--- src/rtl/bcol_pkg.sv ---
package bcol_pkg;
    localparam int LEN_CODE_W = 3;
    localparam logic [LEN_CODE_W-1:0] LEN_ONE   = 3'd0;
    localparam logic [LEN_CODE_W-1:0] LEN_TWO   = 3'd1;
    localparam logic [LEN_CODE_W-1:0] LEN_FOUR  = 3'd2;
    localparam logic [LEN_CODE_W-1:0] LEN_EIGHT = 3'd3;
    localparam logic [LEN_CODE_W-1:0] LEN_PAGE  = 3'd7;
    // largest fixed group is 2**MAX_GRP_LOG columns
    localparam int MAX_GRP_LOG = 3;
endpackage

--- src/rtl/bcol_len_decode.sv ---
module bcol_len_decode
    import bcol_pkg::*;
#(
    parameter int COL_W = 10
) (
    input  logic [LEN_CODE_W-1:0] code_i,
    input  logic                  force_one_i,
    output logic [COL_W-1:0]      mask_o,
    output logic                  full_o
);
    localparam int GRP_LOG_W = $clog2(MAX_GRP_LOG + 1);

    logic [GRP_LOG_W-1:0] grp_log;

    always_comb begin
        full_o  = 1'b0;
        grp_log = '0;
        if (!force_one_i) begin
            unique case (code_i)
                LEN_TWO:   grp_log = GRP_LOG_W'(1);
                LEN_FOUR:  grp_log = GRP_LOG_W'(2);
                LEN_EIGHT: grp_log = GRP_LOG_W'(3);
                LEN_PAGE:  full_o  = 1'b1;
                default:   grp_log = '0;
            endcase
        end
    end

    // one mask bit per column bit, set below the group size
    for (genvar b = 0; b < COL_W; b++) begin : g_mask
        assign mask_o[b] = full_o || (b < int'(grp_log));
    end
endmodule

--- src/rtl/bcol_beat_calc.sv ---
module bcol_beat_calc #(
    parameter int COL_W = 10
) (
    input  logic [COL_W-1:0] base_i,
    input  logic [COL_W-1:0] mask_i,
    input  logic [COL_W-1:0] cnt_i,
    input  logic             ilv_i,
    output logic [COL_W-1:0] col_o
);
    logic [COL_W-1:0] off_start;
    logic [COL_W-1:0] off_seq;
    logic [COL_W-1:0] off_ilv;
    logic [COL_W-1:0] off_sel;

    always_comb begin
        off_start = base_i & mask_i;
        off_seq   = off_start + cnt_i;
        off_ilv   = off_start ^ cnt_i;
        off_sel   = ilv_i ? off_ilv : off_seq;
        col_o     = (base_i & ~mask_i) | (off_sel & mask_i);
    end
endmodule

--- src/rtl/bcol_addr_gen.sv ---
module bcol_addr_gen
    import bcol_pkg::*;
#(
    parameter int COL_W = 10
) (
    input  logic                  clk,
    input  logic                  rst_n,
    input  logic                  start_i,
    input  logic [COL_W-1:0]      start_col_i,
    input  logic [LEN_CODE_W-1:0] len_code_i,
    input  logic                  ilv_i,
    input  logic                  is_wr_i,
    input  logic                  wr_single_i,
    input  logic                  term_i,
    output logic [COL_W-1:0]      beat_col_o,
    output logic                  beat_vld_o,
    output logic                  beat_last_o
);
    typedef struct packed {
        logic [COL_W-1:0] col;
        logic [COL_W-1:0] base;
        logic [COL_W-1:0] mask;
        logic [COL_W-1:0] cnt;
        logic             ilv;
        logic             full;
        logic             valid;
        logic             last;
    } gen_st_t;

    gen_st_t st_q, st_d;

    logic [COL_W-1:0] new_mask;
    logic             new_full;
    logic [COL_W-1:0] calc_base, calc_mask, calc_cnt, calc_col;
    logic             calc_ilv;
    logic [COL_W-1:0] cnt_nxt;

    bcol_len_decode #(.COL_W(COL_W)) len_dec_i (
        .code_i      (len_code_i),
        .force_one_i (is_wr_i & wr_single_i),
        .mask_o      (new_mask),
        .full_o      (new_full)
    );

    always_comb begin
        cnt_nxt = st_q.cnt + COL_W'(1);
        if (start_i) begin
            calc_base = start_col_i;
            calc_mask = new_mask;
            calc_cnt  = '0;
            calc_ilv  = ilv_i & ~new_full;
        end else begin
            calc_base = st_q.base;
            calc_mask = st_q.mask;
            calc_cnt  = cnt_nxt;
            calc_ilv  = st_q.ilv;
        end
    end

    bcol_beat_calc #(.COL_W(COL_W)) beat_i (
        .base_i (calc_base),
        .mask_i (calc_mask),
        .cnt_i  (calc_cnt),
        .ilv_i  (calc_ilv),
        .col_o  (calc_col)
    );

    always_comb begin
        st_d = st_q;
        if (start_i) begin
            st_d.base  = start_col_i;
            st_d.mask  = new_mask;
            st_d.full  = new_full;
            st_d.ilv   = calc_ilv;
            st_d.cnt   = '0;
            st_d.col   = calc_col;
            st_d.valid = 1'b1;
            st_d.last  = !new_full && (new_mask == '0);
        end else if (st_q.valid && !st_q.last) begin
            st_d.cnt   = cnt_nxt;
            st_d.col   = calc_col;
            st_d.valid = 1'b1;
            st_d.last  = term_i || (!st_q.full && (cnt_nxt == st_q.mask));
        end else begin
            st_d.valid = 1'b0;
            st_d.last  = 1'b0;
        end
    end

    always_ff @(posedge clk or negedge rst_n) begin
        if (!rst_n) begin
            st_q <= '0;
        end else begin
            st_q <= st_d;
        end
    end

    assign beat_col_o  = st_q.col;
    assign beat_vld_o  = st_q.valid;
    assign beat_last_o = st_q.last;


    last_has_valid_chk: assert property (@(posedge clk) disable iff (!rst_n)
        beat_last_o |-> beat_vld_o);


    idle_after_last_chk: assert property (@(posedge clk) disable iff (!rst_n)
        (beat_last_o && !start_i) |=> !beat_vld_o);


    first_beat_chk: assert property (@(posedge clk) disable iff (!rst_n)
        start_i |=> (beat_vld_o && beat_col_o == $past(start_col_i)));


    term_ends_chk: assert property (@(posedge clk) disable iff (!rst_n)
        (beat_vld_o && !beat_last_o && term_i && !start_i) |=> beat_last_o);


    group_upper_hold_chk: assert property (@(posedge clk) disable iff (!rst_n)
        (beat_vld_o && !beat_last_o && !start_i && !st_q.full)
        |=> ((beat_col_o & ~st_q.mask) == $past(beat_col_o & ~st_q.mask)));


    page_step_chk: assert property (@(posedge clk) disable iff (!rst_n)
        (beat_vld_o && !beat_last_o && !start_i && st_q.full)
        |=> (beat_col_o == $past(beat_col_o) + COL_W'(1)));
endmodule

--- config.mk ---
export PLATFORM = sky130hd
export DESIGN_NAME = bcol_addr_gen
export DESIGN_NICKNAME = d
export VERILOG_FILES = /design/src/rtl/bcol_pkg.sv /design/src/rtl/bcol_len_decode.sv /design/src/rtl/bcol_beat_calc.sv /design/src/rtl/bcol_addr_gen.sv
export SDC_FILE = /design/constraint.sdc
export NUM_CORES = 1
export LEC_CHECK = 0
export ABC_AREA = 1
export BUFFER_PORTS_ARGS = -buffer_cell sky130_fd_sc_hd__buf_2
export CAP_MARGIN = 20
export CORE_UTILIZATION = 60
export CTS_BUF_LIST = sky130_fd_sc_hd__clkbuf_8
export DETAILED_ROUTE_END_ITERATION = 8
export PLACE_DENSITY = 0.82
export SLEW_MARGIN = 10
export SYNTH_ARGS = -nofsm -noshare
export SYNTH_HDL_FRONTEND = slang
export SYNTH_SLANG_ARGS = --single-unit
--- constraint.sdc ---
create_clock -name clk -period 2.76 [get_ports clk]
set_input_delay 0.276 -clock clk [delete_from_list [all_inputs] [get_ports clk]]
set_output_delay 0.276 -clock clk [all_outputs]
set_load 0.01 [all_outputs]
==> out/metrics.csv <==
stage;metric;value;unit
layout;Reg area;926;µm²
clocking;Clk Latency, worst-skew pair;0.29;ns
pwr;Pwr Density;502;nW/µm²
logic_synthesis;#FFs+latches synth;37;
pwr;P_sw;0.000432;W
grt;largest net degree at the start of global routing;38;
clocking;htree depth;2;
clocking;hold-fix buffers at CTS;0;
logic_synthesis;Netlist cell types;34;
logic_synthesis;EDFF count, synth;0;
pwr;Total Power;0.00140;W
detailed_routing;detailed-route via count;2238;
layout;Area Overhead vs Synth;11.9;%
logic_synthesis;Yosys warnings;0;
logic_synthesis;mean post-synth cell area;7.31;µm²
place;Post-DP Area;2630;µm²
pwr;Leak Pwr;1.40;nW
die;Rows;23;
critical_path;CP delay by family, top;simple AND/OR/NAND/NOR gates;
layout;layout cells sized above 1;0.221;
logic_synthesis;Mapped Nets;371;
logic_synthesis;count leader, synth;nand2_1;
critical_path;cell mode on critical path;nand2_1;
pwr;Pint;0.000965;W
logic_synthesis;Syn Std Cell Area;2490;µm²
logic_synthesis;synth cell count leaders;nand2_1 (90), inv_1 (38), dfrtp_1 (37);
logic_synthesis;Synth Instances;340;
sta;FMAX;394;MHz
place;RePlAce Congestion;0.965;
pwr;Max IR drop VDD;0.000377;V
clocking;CTS clk-pin slew, worst paths;0.07;ns
sta;Max Slew Vio Count;0;
critical_path;CP max-delay cell;dfrtp_1;
critical_path;critical path arrival;2.72;ns
grt;grt ovf;0;
grt;first-pass GRT wire length;9.11;mm
sta;TNS Setup;0;ns
critical_path;cell depth of the worst setup path;18;
clocking;CTS root buf;clkbuf_8;
detailed_routing;drt total wl;5.46;mm
pwr;switching fraction of total power;0.309;
detailed_routing;Vias/cell;5.32;
layout;filler cell count;332;
detailed_routing;1st-pass router iterations;4;
sta;max_slew headroom;0.453;
critical_path;Crit Path Category;flip-flop to flip-flop;
die;Placeable Area;4000;µm²
layout;Nets;401;
pwr;register share of total power;0.453;
die;Die Span X;66.4;µm
sta;Worst Skew;0.00502;ns
place;detailed-placement wirelength estimate;3.92;mm
grt;overall fraction of global-route tracks in use;0.280;
sta;worst slew pin tran;0.820;ns
sta;min Tclk post-route;2.54;ns
min_path;Hold WC Path Type;primary input to asynchronous set/reset pin;
sta;setup violators final;0;
critical_path;critical path data required time;2.94;ns
pwr;Comb pwr share;0.250;
critical_path;CP Max Fanout;5;
logic_synthesis;top post-synthesis cells by area;dfrtp_1 (37%), nand2_1 (14%), inv_1 (5.7%);
clocking;clk sinks;37;
grt;vias in the first global route;2020;
die;total die area;4400;µm²
sta;Final period util;0.920;
die;number of top-level pins;32;
logic_synthesis;Main synth FF type;dfrtp_1;
critical_path;worst path bufs/invs;1;
die;Starting Density;0.622;
clocking;CTS tree;done;
logic_synthesis;Synth area leader;dfrtp_1;
logic_synthesis;Yosys top cell area share;0.372;
critical_path;CP Cell Sequence;ha_2 > nand2_1 > nor2_1 > inv_1 > o21ai_1 > o21ai_2 > nor2_2 > ha_1 > nand2_1 > nand2_1 > a21oi_1 > nand3_1 > nand2_1 > nand2_1 > nand3_1 > nand2_1 > nand3_1 > nand2_1;
sta;final hold vios;0;
critical_path;crit start category;flip-flop;
clocking;Num CTS Buffers;5;
logic_synthesis;Async SR Flop Fraction;1.00;
run_status;status;complete, no violations;
detailed_routing;DR WL/cell;13.0;µm
critical_path;element type at the critical path end;flip-flop;
grt;antenna violations before repair;0;
detailed_routing;# DRC;0;
critical_path;R2R depth;18;
pwr;clock share of power;0.297;
place;Port Buffers;31;
run;Max-Cap Viols;0;
clocking;Max clock buf depth;2;
layout;Multi-input gate area;1290;µm²
layout;Finished Cell Area;2780;µm²
critical_path;CP max stage delay;0.39;ns
sta;worst hold slack;0.0801;ns
logic_synthesis;register area share after synthesis;0.372;
layout;diodes inserted;0;
detailed_routing;Iteration-0 DRC Markers;171;
die;Die Span Y;66.4;µm
detailed_routing;Post-DRT Antenna Nets;0;
[registers in the layout, summed over array words and instances (netlist names)]
signal and flops:
beat_vld_o 1, st_q 25, beat_col_o 10, beat_last_o 1
[through the flow]
step	instances	setup slack, ns	utilization
after global routing	421	-0.0304	0.695
after CTS	416	0.169	0.683
after detailed placement	408	0.182	0.657
after global placement	408	0.223	0.657
final	421	0.220	0.695
after floorplan	340	0.503	-
[metal layers]
metal	wire length, µm	global-route usage	up-vias
met1	2540	0.371	1037
met5	0	0	-
li1	-	-	1131
met3	243	0.0534	6
met4	55	0.0931	0
met2	2620	0.458	64
[placed cells by master, fill, tap and decap left out, drive strengths merged, types with 3 or more instances in the layout]
cell | synthesis | routed
buf | 14 | 42
a21oi | 16 | 16
nand4 | 4 | 4
clkbuf | 5 | 7
xor2 | 5 | 5
nor2 | 38 | 38
nand3 | 17 | 17
or2 | 10 | 10
o21ai | 31 | 31
ha | 10 | 10
xnor2 | 3 | 3
inv | 43 | 43
dfrtp | 37 | 37
o211ai | 4 | 4
nand2 | 93 | 93
[final timing paths]
check | startpoint | end | slack (ns)
max | st_q[4] | beat_col_o[9] | 0.22
min | rst_n | st_q[10] | 0.08
max reg2reg | st_q[4] | beat_col_o[9] | 0.22
min reg2reg | beat_col_o[9] | beat_col_o[9] | 0.48
max in group asynchronous | rst_n | st_q[31] | 2.15
min in group clk | term_i | beat_last_o | 0.29
[final cells by class]
cell class	instances	share of cell area
inverter	43	0.0589
clock inverter	1	0.00180
timing repair buffer	42	0.0855
tap	50	0.0225
clock buffer	7	0.0346
multi-input combinational	241	0.464
sequential	37	0.333
[worst register-to-register path, stage by stage, from the launching register on]
cell,delay [ns]
dfrtp_1,0.39
ha_2,0.20
nand2_1,0.07
nor2_1,0.14
inv_1,0.11
o21ai_1,0.18
o21ai_2,0.10
nor2_2,0.15
ha_1,0.30
nand2_1,0.09
nand2_1,0.07
a21oi_1,0.14
nand3_1,0.11
nand2_1,0.07
nand2_1,0.06
nand3_1,0.09
nand2_1,0.06
nand3_1,0.07
nand2_1,0.06
[cell families (layout without fill, tap and decap cells)]
logic type               after synthesis  after routing  synth area share
AND/OR/NAND/NOR                      164            164             0.294
buffers and inverters                 62             93             0.114
AO/OA/AOI/OAI                         58             58             0.130
flip-flops                            37             37             0.372
adder cells (fa/ha/maj)               11             11            0.0584
XOR/XNOR                               8              8            0.0312
[timing repair]
action | in CTS | in global routing
setup endpoints to repair | 0 | 3
gates resized for setup | 0 | 4
setup buffers | 0 | 5
[power by group through the flow]
| stage | sequential, W | combinational [W] | clock (W) |
|---|---|---|---|
| detailed placement | 0.000645 | 0.000337 | 0 |
| floorplan | 0.000641 | 0.000267 | 0 |
| global route | 0.000639 | 0.000395 | 0.000455 |
| finish | 0.000633 | 0.000350 | 0.000415 |
| global placement | 0.000643 | 0.000333 | 0 |
| CTS | 0.000635 | 0.000340 | 0.000427 |
Power figures use the tool's default switching activity.
